### config.mk
export PLATFORM = sky130hd
export DESIGN_NAME = con_io_regs
export DESIGN_NICKNAME = d
export VERILOG_FILES = /design/src/rtl/con_io_pkg.sv /design/src/rtl/con_io_dec.sv /design/src/rtl/con_io_kbd.sv /design/src/rtl/con_io_dsp.sv /design/src/rtl/con_io_regs.sv
export SDC_FILE = /design/constraint.sdc
export NUM_CORES = 1
export LEC_CHECK = 0
export ABC_AREA = 1
export BUFFER_PORTS_ARGS = -buffer_cell sky130_fd_sc_hd__buf_4
export CAP_MARGIN = 20
export CORE_MARGIN = 4
export CORE_UTILIZATION = 45
export DETAILED_ROUTE_END_ITERATION = 16
export PLACE_DENSITY = 0.85
export SLEW_MARGIN = 20
export SYNTH_ARGS = -nofsm -noshare
export SYNTH_HDL_FRONTEND = slang
export SYNTH_SLANG_ARGS = --single-unit
### constraint.sdc
create_clock -name clk -period 4.3 [get_ports clk]
set_clock_uncertainty 0.15 [all_clocks]
set_input_delay 0.86 -clock clk [delete_from_list [all_inputs] [get_ports clk]]
set_output_delay 0.86 -clock clk [all_outputs]
set_load 0.05 [all_outputs]
### src/rtl/con_io_pkg.sv
package con_io_pkg;
  localparam int WORD_W    = 16;
  localparam int CHAR_W    = 8;
  localparam int READY_BIT = 15;
  localparam int IE_BIT    = 14;

  typedef enum logic [1:0] {
    DSP_IDLE    = 2'd0,
    DSP_SEND    = 2'd1,
    DSP_RECOVER = 2'd2
  } dsp_state_t;
endpackage

### src/rtl/con_io_dec.sv
module con_io_dec #(
  parameter int          AW       = 16,
  parameter logic [15:0] KBS_ADDR = 16'hFE00,
  parameter logic [15:0] KBD_ADDR = 16'hFE02,
  parameter logic [15:0] DSS_ADDR = 16'hFE04,
  parameter logic [15:0] DSD_ADDR = 16'hFE06
) (
  input  logic [AW-1:0] addr,
  output logic          hit_kbs,
  output logic          hit_kbd,
  output logic          hit_dss,
  output logic          hit_dsd,
  output logic          hit_any
);
  always_comb begin
    hit_kbs = (addr == KBS_ADDR[AW-1:0]);
    hit_kbd = (addr == KBD_ADDR[AW-1:0]);
    hit_dss = (addr == DSS_ADDR[AW-1:0]);
    hit_dsd = (addr == DSD_ADDR[AW-1:0]);
    hit_any = hit_kbs | hit_kbd | hit_dss | hit_dsd;
  end
endmodule

### src/rtl/con_io_kbd.sv
module con_io_kbd #(
  parameter int CW = 8
) (
  input  logic          clk,
  input  logic          rst_n,
  input  logic          kb_valid,
  input  logic [CW-1:0] kb_char,
  output logic          kb_ready,
  input  logic          rd_data_acc,
  input  logic          wr_stat,
  input  logic          ie_wdata,
  output logic          full,
  output logic          ie,
  output logic [CW-1:0] char_q
);
  assign kb_ready = !full;

  always_ff @(posedge clk) begin
    if (!rst_n) begin
      full   <= 1'b0;
      ie     <= 1'b0;
      char_q <= '0;
    end else begin
      if (kb_valid && kb_ready) begin
        char_q <= kb_char;
        full   <= 1'b1;
      end else if (rd_data_acc && full) begin
        full <= 1'b0;
      end
      if (wr_stat) ie <= ie_wdata;
    end
  end

  // a waiting character is neither overwritten nor lost without a read
  a_r3_hold_pending: assert property (@(posedge clk) disable iff (!rst_n)
    (full && !rd_data_acc) |=> (full && $stable(char_q)));
  // reading the pending character frees the slot
  a_r4_read_clears: assert property (@(posedge clk) disable iff (!rst_n)
    (full && rd_data_acc) |=> !full);
  // a read with nothing pending leaves the stored code alone
  a_r5_empty_read_quiet: assert property (@(posedge clk) disable iff (!rst_n)
    (!full && rd_data_acc && !kb_valid) |=> (!full && $stable(char_q)));
endmodule

### src/rtl/con_io_dsp.sv
module con_io_dsp
  import con_io_pkg::*;
#(
  parameter int CW = 8
) (
  input  logic          clk,
  input  logic          rst_n,
  input  logic          wr_data,
  input  logic [CW-1:0] wdata_char,
  input  logic          wr_stat,
  input  logic          ie_wdata,
  output logic          dp_valid,
  output logic [CW-1:0] dp_char,
  input  logic          dp_ready,
  output logic          rdy,
  output logic          ie
);
  dsp_state_t state;

  assign rdy      = (state == DSP_IDLE);
  assign dp_valid = (state == DSP_SEND);

  always_ff @(posedge clk) begin
    if (!rst_n) begin
      state   <= DSP_IDLE;
      dp_char <= '0;
      ie      <= 1'b0;
    end else begin
      unique case (state)
        DSP_IDLE: if (wr_data) begin
          dp_char <= wdata_char;
          state   <= DSP_SEND;
        end
        DSP_SEND:    if (dp_ready) state <= DSP_RECOVER;
        DSP_RECOVER: state <= DSP_IDLE;
        default:     state <= DSP_IDLE;
      endcase
      if (wr_stat) ie <= ie_wdata;
    end
  end

  // an accepted write starts a transfer and drops readiness
  a_r6_write_starts: assert property (@(posedge clk) disable iff (!rst_n)
    (rdy && wr_data) |=> (dp_valid && !rdy));
  // writes while busy do not disturb the outgoing code
  a_r7_busy_write_ignored: assert property (@(posedge clk) disable iff (!rst_n)
    (!rdy && wr_data) |=> $stable(dp_char));
  // valid holds until the display takes it
  a_r8_valid_holds: assert property (@(posedge clk) disable iff (!rst_n)
    (dp_valid && !dp_ready) |=> (dp_valid && $stable(dp_char)));
  // one recovery cycle after acceptance, then ready again
  a_r8_recover_gap: assert property (@(posedge clk) disable iff (!rst_n)
    (dp_valid && dp_ready) |=> (!dp_valid && !rdy));
  a_r8_recover_end: assert property (@(posedge clk) disable iff (!rst_n)
    (!dp_valid && !rdy) |=> rdy);
endmodule

### src/rtl/con_io_regs.sv
module con_io_regs
  import con_io_pkg::*;
#(
  parameter logic [15:0] KBS_ADDR = 16'hFE00,
  parameter logic [15:0] KBD_ADDR = 16'hFE02,
  parameter logic [15:0] DSS_ADDR = 16'hFE04,
  parameter logic [15:0] DSD_ADDR = 16'hFE06
) (
  input  logic              clk,
  input  logic              rst_n,
  input  logic [WORD_W-1:0] bus_addr,
  input  logic              bus_rd,
  input  logic              bus_wr,
  input  logic [WORD_W-1:0] bus_wdata,
  input  logic [WORD_W-1:0] mem_rdata,
  output logic [WORD_W-1:0] rd_data,
  input  logic              kb_valid,
  input  logic [CHAR_W-1:0] kb_char,
  output logic              kb_ready,
  output logic              dp_valid,
  output logic [CHAR_W-1:0] dp_char,
  input  logic              dp_ready,
  output logic              kb_irq,
  output logic              dp_irq
);
  localparam int PAD_W = WORD_W - CHAR_W;

  logic hit_kbs, hit_kbd, hit_dss, hit_dsd, hit_any;
  logic kb_full, kb_ie, dp_rdy, dp_ie;
  logic [CHAR_W-1:0] kb_q;

  con_io_dec #(
    .AW(WORD_W), .KBS_ADDR(KBS_ADDR), .KBD_ADDR(KBD_ADDR),
    .DSS_ADDR(DSS_ADDR), .DSD_ADDR(DSD_ADDR)
  ) u_dec (
    .addr(bus_addr), .hit_kbs(hit_kbs), .hit_kbd(hit_kbd),
    .hit_dss(hit_dss), .hit_dsd(hit_dsd), .hit_any(hit_any)
  );

  con_io_kbd #(.CW(CHAR_W)) u_kbd (
    .clk(clk), .rst_n(rst_n),
    .kb_valid(kb_valid), .kb_char(kb_char), .kb_ready(kb_ready),
    .rd_data_acc(bus_rd && hit_kbd),
    .wr_stat(bus_wr && hit_kbs), .ie_wdata(bus_wdata[IE_BIT]),
    .full(kb_full), .ie(kb_ie), .char_q(kb_q)
  );

  con_io_dsp #(.CW(CHAR_W)) u_dsp (
    .clk(clk), .rst_n(rst_n),
    .wr_data(bus_wr && hit_dsd), .wdata_char(bus_wdata[CHAR_W-1:0]),
    .wr_stat(bus_wr && hit_dss), .ie_wdata(bus_wdata[IE_BIT]),
    .dp_valid(dp_valid), .dp_char(dp_char), .dp_ready(dp_ready),
    .rdy(dp_rdy), .ie(dp_ie)
  );

  assign kb_irq = kb_full & kb_ie;
  assign dp_irq = dp_rdy & dp_ie;

  always_comb begin
    rd_data = mem_rdata;
    if (bus_rd && hit_any) begin
      rd_data = '0;
      if (hit_kbs) begin
        rd_data[READY_BIT] = kb_full;
        rd_data[IE_BIT]    = kb_ie;
      end
      if (hit_dss) begin
        rd_data[READY_BIT] = dp_rdy;
        rd_data[IE_BIT]    = dp_ie;
      end
      if (hit_kbd) rd_data = {{PAD_W{1'b0}}, kb_q};
      if (hit_dsd) rd_data = {{PAD_W{1'b0}}, dp_char};
    end
  end

  // a read outside the device window passes memory through
  a_r1_mem_pass: assert property (@(posedge clk) disable iff (!rst_n)
    (bus_rd && bus_addr[15:8] != 8'hFE) |-> (rd_data == mem_rdata));
  // a keyboard transfer sets the input ready flag for the next cycle
  a_r2_capture_sets: assert property (@(posedge clk) disable iff (!rst_n)
    (kb_valid && kb_ready) |=> (!kb_ready && kb_q == $past(kb_char)));
  // a status write never touches the ready flags
  a_r9_stat_wr_keeps_ready: assert property (@(posedge clk) disable iff (!rst_n)
    (bus_wr && hit_dss && dp_valid) |=> !dp_rdy);
endmodule

**Word-level counts from Yosys, hierarchy flattened**

Index checks and enable logic that the tools add are counted.

- Register bits: 21
- Output and inout bits: 28

- Eq/ne operators: 7
- Mux-type cells: 10
- Bitwise operators: 5
- Reduce and logical (&&, ||, !) cells: 12

Operators with widths:

| kind | count |
|---|---|
| 16-bit equality test (second input constant) | 4 |
| 16-bit 2-to-1 mux | 3 |
| 2-bit 2-to-1 mux | 4 |
| 1-bit logical AND | 7 |
| 2-bit by 1-bit inequality test with 1-bit output (second input constant) | 2 |
| 2-bit one-hot mux with 2 select lines | 1 |
| 2-bit AND reduction | 2 |
| 1-bit bitwise OR | 3 |
| 1-bit AND | 2 |
| 2-bit by 1-bit equality test with 1-bit output (second input constant) | 1 |
| 2-bit logical NOT | 1 |
| 1-bit 2-to-1 mux | 2 |
| 2-bit nonzero test | 1 |
| 1-bit logical NOT | 1 |

**Depth between registers and ports, before layout**

Gate-level depths: netlist (run 1).

- Depth in word-level cells: 6
- Mapped depth: 11
- Mapped depth without buffers: 11

**Modules after synthesis**

A second synthesis (run 1) with hierarchy kept.

- Cells, all modules: 253
- Area total of the unflattened synthesis: 1470.2 sq um

Modules (own cells, without submodules):

| module | times used | cells each | area each (sq um) | sequential area each (sq um) |
|---|---|---|---|---|
| con_io_dsp | 1 | 68 | 488.0 | 220.2 |
| con_io_kbd | 1 | 62 | 430.4 | 200.2 |
| con_io_regs | 1 | 95 | 409.1 | 0.0 |
| con_io_dec | 1 | 28 | 142.6 | 0.0 |

**Least setup slack after synthesis (run 1)**

Ideal clock, no wire load.

- Path kind: input -> output
- Start: input port bus_addr[14]
- End: output port rd_data[10]
- Arrival: 2220 ps
- Setup slack: 1070 ps
- Stages: 9
- Cells stage by stage: nand2_1 -> inv_1 -> nand2_1 -> nor2_8 -> nand2_1 -> nand2_1 -> nor2_2 -> nor2_8 -> nor2_1

- Cells in the longest elaborated chain, start to end: 6

RTL lines:

| element | RTL line | RTL |
|---|---|---|
| from (decl) | con_io_regs.sv:11 | `input logic [WORD_W-1:0] bus_addr,` |
| 16-bit equality test, on equally long branches | con_io_dec.sv:16, con_io_dec.sv:17 |  |
| 1-bit bitwise OR (3 in series) | con_io_dec.sv:20 | `hit_any = hit_kbs \| hit_kbd \| hit_dss \| hit_dsd;` |
| 1-bit logical AND | con_io_regs.sv:61 | `if (bus_rd && hit_any) begin` |
| 16-bit 2-to-1 mux (*) | con_io_regs.sv:61 |  |
| to (decl) | con_io_regs.sv:16 | `output logic [WORD_W-1:0] rd_data,` |

Every way passes the cells marked *; elsewhere a longest branch is shown, timed or not.

**Worst setup path after layout (run 1)**

- Start: input port bus_addr[8]
- End: output port rd_data[3]

The elaborated chain is that of the path after synthesis.

==> run metrics, run 1 <==
Worst EP arrival=2210 ps; pre-CTS setup slack=1080 ps; setup ws final=1080 ps; Max transition margin=0.811; top_reg_cell synth=dfxtp_1; register area share after synthesis=0.302; Mapped Area=1390 sq um; Initial Util=0.489; Final Core Density=0.715; minimum clock period=3220 ps; mux share of post-synthesis cell area=0; crit path launch type=primary input; count leader, synth=nand2_1; Synth Area in Compound Gates=0.0898; final non-filler cell total=335; Final Hold Vio Count=0; core area=2850 sq um; Min-Delay Path Depth=1; Post-CTS Setup Bufs=0; Max IR drop VDD=182 uV; Synth warnings=0; RSZ-0062 raised after global routing=no; Vias/cell=4.69; placed cell count=331; Total Power=0.420 mW; Tcrit/Tclk final=0.748; grt met2 use=0.301; die footprint=4050 sq um; library cells used by synthesis=20; Die X=63.7 um; buffers added on ports=82; worst slew pin tran=284 ps; drt first pass iters=4; vias in the first global route=1392; P per Cell Area=206 nW/um^2; # H-tree levels=1; Hold EP=u_dsp.state[1]; initial antenna violation count=0; first-pass GRT wire length=5960 um; Setup CP Type=in2out; EDFF count, synth=0; Reg2Reg Setup Slack=2970 ps; post-DP HPWL=2960 um; largest cells by area after synthesis=dfxtp_1 (30%), nand2_1 (14%), nor2_1 (12%); GPL Wtd Cong=0.771; combinational family with the most area after synthesis=simple AND/OR/NAND/NOR gates; Hold Startpoint=u_dsp.state[1]; RR Startpoint=u_dsp.state[1]; GR Layer Usage met1=0.225; GRT busiest layer=met2; WP data required=3290 ps; nets=367; CP endpoint kind=primary output; Max Clock Freq=311 MHz; Synth Area in Adders=0; asr flop ratio synth=0; root buf cell=clkbuf_4; Reg clk slew, reported paths=120 ps; Antenna Cells=0; Leak=1.20 nW; GRT Util Overall=0.176; CTS tree=yes; Net Count, Synth=285; layout cell share with drive strength beyond 1=0.352; grt ovf=0; status=finished clean; Detail Route Antenna Nets=0; max-slew violation count=0; path depth of the worst reg2reg path=4; Hold Crit Class=reg2reg; syn_area_per_cell=6.25 sq um; via count=1570; CP max FO=17; MaxCap Viol Count=0; wire per inst=10.4 um; Reg-to-Reg End=u_dsp.dp_char[5]; clk sinks=21; post-synthesis xor/xnor area fraction=0; met3 GRT Util=0.0373; Num CTS Buffers=3; Routed WL=3470 um; Area Growth Syn to Fin=46.3%; initial drt markers=49; largest net degree at the start of global routing=20; Synth area leader=dfxtp_1; die height=63.7 um; Hold Buf Count CTS=0; setup_tns=0 ps; top post-synthesis cells by count=nand2_1 (52), nor2_1 (46), inv_1 (32); num rows=19; Synth top area share=0.302; Post-Syn Instances=223; clk_lat worst skew=300 ps; clock tree buffer depth=2; synthesized flop and latch total=21; final setup vio count=0; Post-Synth Simple-Gate Area=0.492; Ports=90; detailed-route DRC error count=0; post-CTS sizing=0
-- cell usage in the layout, fill, tap and decap left out, drive strengths merged --
master    count
clkinvlp      1
nor4          1
a21oi         4
o21ai        21
nand3        20
dfxtp        21
nand2        60
clkbuf        3
inv          33
buf          82
nor2         57
nand4         1
-- stage by stage --
| step | instance area, sq um | hold WS [ps] |
|---|---|---|
| CTS | 2040 | 303 |
| floorplan | 1390 | 272 |
| global route | 2040 | 348 |
| detailed placement | 2010 | 285 |
| global placement | 2010 | 282 |
| finish | 2040 | 306 |
-- report_power, final --
group | internal, mW | switching, mW | total [mW]
registers | 0.202 | 0.00422 | 0.206
clock network | 0.0355 | 0.0612 | 0.0967
logic | 0.0524 | 0.0648 | 0.117
-- cell type report --
class / instances / area, sq um
inverter: 33 / 124
clock buffer: 3 / 22.5
sequential: 21 / 420
fill: 254 / 813
multi-input combinational: 164 / 811
timing repair buffer: 82 / 616
tap: 31 / 38.8
clock inverter: 1 / 7.51
-- worst max path at each step --
stage | from | endpoint | slack [ps] | cells past startpoint
after global routing | bus_addr[8] | rd_data[14] | 920 | 9
after detailed placement | bus_addr[8] | rd_data[3] | 1080 | 12
final | bus_addr[8] | rd_data[3] | 1080 | 12
after floorplan | bus_addr[14] | rd_data[10] | 1070 | 9
after global placement | bus_addr[8] | rd_data[6] | 1100 | 12
after CTS | bus_addr[8] | rd_data[3] | 1080 | 12
-- cells by family after synthesis --
| family | after synthesis |
|---|---|
| AOI/OAI and AO/OA | 25 |
| buffers and inverters | 38 |
| DFF | 21 |
| and+or+nand+nor | 139 |
-- per-layer routing --
metal,vias up,share of wire
li1,844,-
met4,0,0.0084
met1,656,0.42
met3,2,0.10
met2,68,0.46
met5,-,0
-- critical path, stage by stage --
cell	delay, ps
buf_4	110
nor2_1	90
nand2_1	120
nor2_8	250
nand2_4	130
nand2_4	90
inv_2	40
nand2_4	100
nand2_4	110
nand2_1	80
nand2_1	50
buf_4	180
-- state kept, by name, summed over array words and instances (netlist names) --
name	count
u_dsp.ie	1
u_kbd.char_q	8
u_dsp.dp_char	8
u_dsp.state	2
u_kbd.ie	1
u_kbd.full	1
No activity file was read; power rests on OpenSTA's default activity.
==> run 2, diff against run 1 <==
--- a/config.mk
+++ b/config.mk
@@ -9,9 +9,9 @@
 export BUFFER_PORTS_ARGS = -buffer_cell sky130_fd_sc_hd__buf_4
 export CAP_MARGIN = 20
 export CORE_MARGIN = 4
-export CORE_UTILIZATION = 45
+export CORE_UTILIZATION = 42
 export DETAILED_ROUTE_END_ITERATION = 16
-export PLACE_DENSITY = 0.85
+export PLACE_DENSITY = 0.8
 export SLEW_MARGIN = 20
 export SYNTH_ARGS = -nofsm -noshare
 export SYNTH_HDL_FRONTEND = slang
==> constraint.sdc (replaced) <==
create_clock -name clk -period 3 [get_ports clk]
set_clock_uncertainty 0.15 [all_clocks]
set_input_delay 0.6 -clock clk [delete_from_list [all_inputs] [get_ports clk]]
set_output_delay 0.6 -clock clk [all_outputs]
set_load 0.05 [all_outputs]
==> run 2 against run 1 <==
Compared with the run above: final area grew 0.61%; core utilization down 5.4 points; sequential power up 43%; register-to-register slack worse by 1300 ps; non-clock buffer count did not move; cell count up 3.9%.
==> run metrics, run 2 (synthesis gave the netlist of run 1 again) <==
Vias/cell=4.59; Final Hold Vio Count=0; area of the multi-input gates=811 sq um; P per Cell Area=288 nW/um^2; post-DP HPWL=3050 um; Ports=90; Hold EP=u_dsp.state[1]; Final Core Density=0.661; Area Growth Syn to Fin=47.2%; wire per inst=10.4 um; Hold Crit Class=reg2reg; most frequent cells in the layout=buf_4 (82), nand2_1 (52), nor2_1 (46); initial drt markers=61; Critical path buffers and inverters=2; Hold Startpoint=u_dsp.state[1]; clk_lat worst skew=290 ps; buffers added on ports=82; clock tree buffer depth=2; commonest non-fill, non-tap cell in the layout=buf_4; die footprint=4300 sq um; Filler Cell Count=302; Antenna Cells=0; initial antenna violation count=0; post-CTS sizing=0; core area=3100 sq um; MaxCap Viol Count=0; crit path launch type=primary input; Detail Route Antenna Nets=0; worst slew pin tran=311 ps; largest net degree at the start of global routing=20; setup_tns=0 ps; via count=1598; final setup vio count=0; Num CTS Buffers=3; Reg2Reg Setup Slack=1630 ps; Setup CP Type=in2out; clk sinks=21; layout cell share with drive strength beyond 1=0.349; GPL Wtd Cong=0.769; Tcrit/Tclk final=0.907; critical path, cell by cell=buf_4, nor2_1, nand2_1, nor2_8, nand2_4, o21ai_0, nand3_1, nand2_1, buf_4; grt ovf=0; Routed WL=3620 um; CP max FO=17; slowest CP cell=o21ai_0; Reg-to-Reg End=u_dsp.dp_char[2]; Max IR drop VDD=224 uV; root buf cell=clkbuf_4; first-pass GRT wire length=5940 um; Post-CTS Setup Bufs=0; area occupied by registers=420 sq um; Hold Slack=310 ps; Critical Path Max Stage Delay=270 ps; num rows=20; CTS tree=yes; # H-tree levels=1; drt first pass iters=5; vias in the first global route=1442; Reg clk slew, reported paths=100 ps; WP data required=2250 ps; Die X=65.6 um; Min-Delay Path Depth=1; RR Startpoint=u_dsp.state[1]; Leak=1.20 nW; detailed-route DRC error count=0; Worst EP arrival=1970 ps; Max Clock Freq=367 MHz; max-slew violation count=0; GRT Util Overall=0.168; Largest regs=u_dsp.dp_char: 8 flops, u_kbd.char_q: 8 flops, u_dsp.state: 2 flops; CP delay by family, top=simple AND/OR/NAND/NOR gates; minimum clock period=2720 ps; status=finished clean; path depth of the worst reg2reg path=4; RSZ-0062 raised after global routing=no; Hold Buf Count CTS=0; Max transition margin=0.792; die height=65.6 um; CP endpoint kind=primary output; Initial Util=0.449; nets=367
[run 2: cell types whose count changed in the layout (fill, tap and decap cells not counted)]
cell,before,now
clkbuf_1,0,1
clkinvlp_4,1,0
[run 2: per-layer routing]
| metal | vias to the layer above | routed length, um | global-route usage |
|---|---|---|---|
| li1 | 844 | - | - |
| met5 | - | 0 | 0 |
| met4 | 0 | 48 | 0.0389 |
| met3 | 6 | 356 | 0.0291 |
| met2 | 69 | 1690 | 0.292 |
| met1 | 679 | 1530 | 0.214 |
[run 2: report_power, final]
| group | switching, mW | internal, mW |
|---|---|---|
| Sequential | 0.00521 | 0.289 |
| Clock | 0.0766 | 0.0516 |
| Combinational | 0.0943 | 0.0752 |
[run 2: worst register-to-register path, cell delays in order, from the launching register on]
cell	delay (ps)
dfxtp_1	340
nor2_1	250
nand4_4	300
nor2_1	190
nor2_1	60
[run 2: worst max-delay path by stage]
stage	from	to	depth (start not counted)
global route	bus_addr[13]	rd_data[3]	10
floorplan	bus_addr[14]	rd_data[10]	9
global placement	bus_addr[8]	rd_data[14]	9
finish	bus_addr[8]	rd_data[3]	9
detailed placement	bus_addr[8]	rd_data[14]	9
CTS	bus_addr[8]	rd_data[7]	12
[run 2: area by class of cell]
type                    instances  area share
multi-input cells             164       0.395
repair buffers                 82       0.300
flip-flops and latches         21       0.205
inverters                      33      0.0604
well taps                      44      0.0268
clock buffers                   4      0.0128
[run 2: through the flow]
| stage | setup WS (ps) | instances | cell area, sq um | total power [mW] |
|---|---|---|---|---|
| after CTS | 291 | 348 | 2050 | 0.595 |
| after global placement | 282 | 344 | 2030 | 0.468 |
| after global routing | 124 | 348 | 2050 | 0.622 |
| after detailed placement | 294 | 344 | 2030 | 0.471 |
| after floorplan | 290 | 223 | 1390 | 0.390 |
| final | 278 | 348 | 2050 | 0.592 |
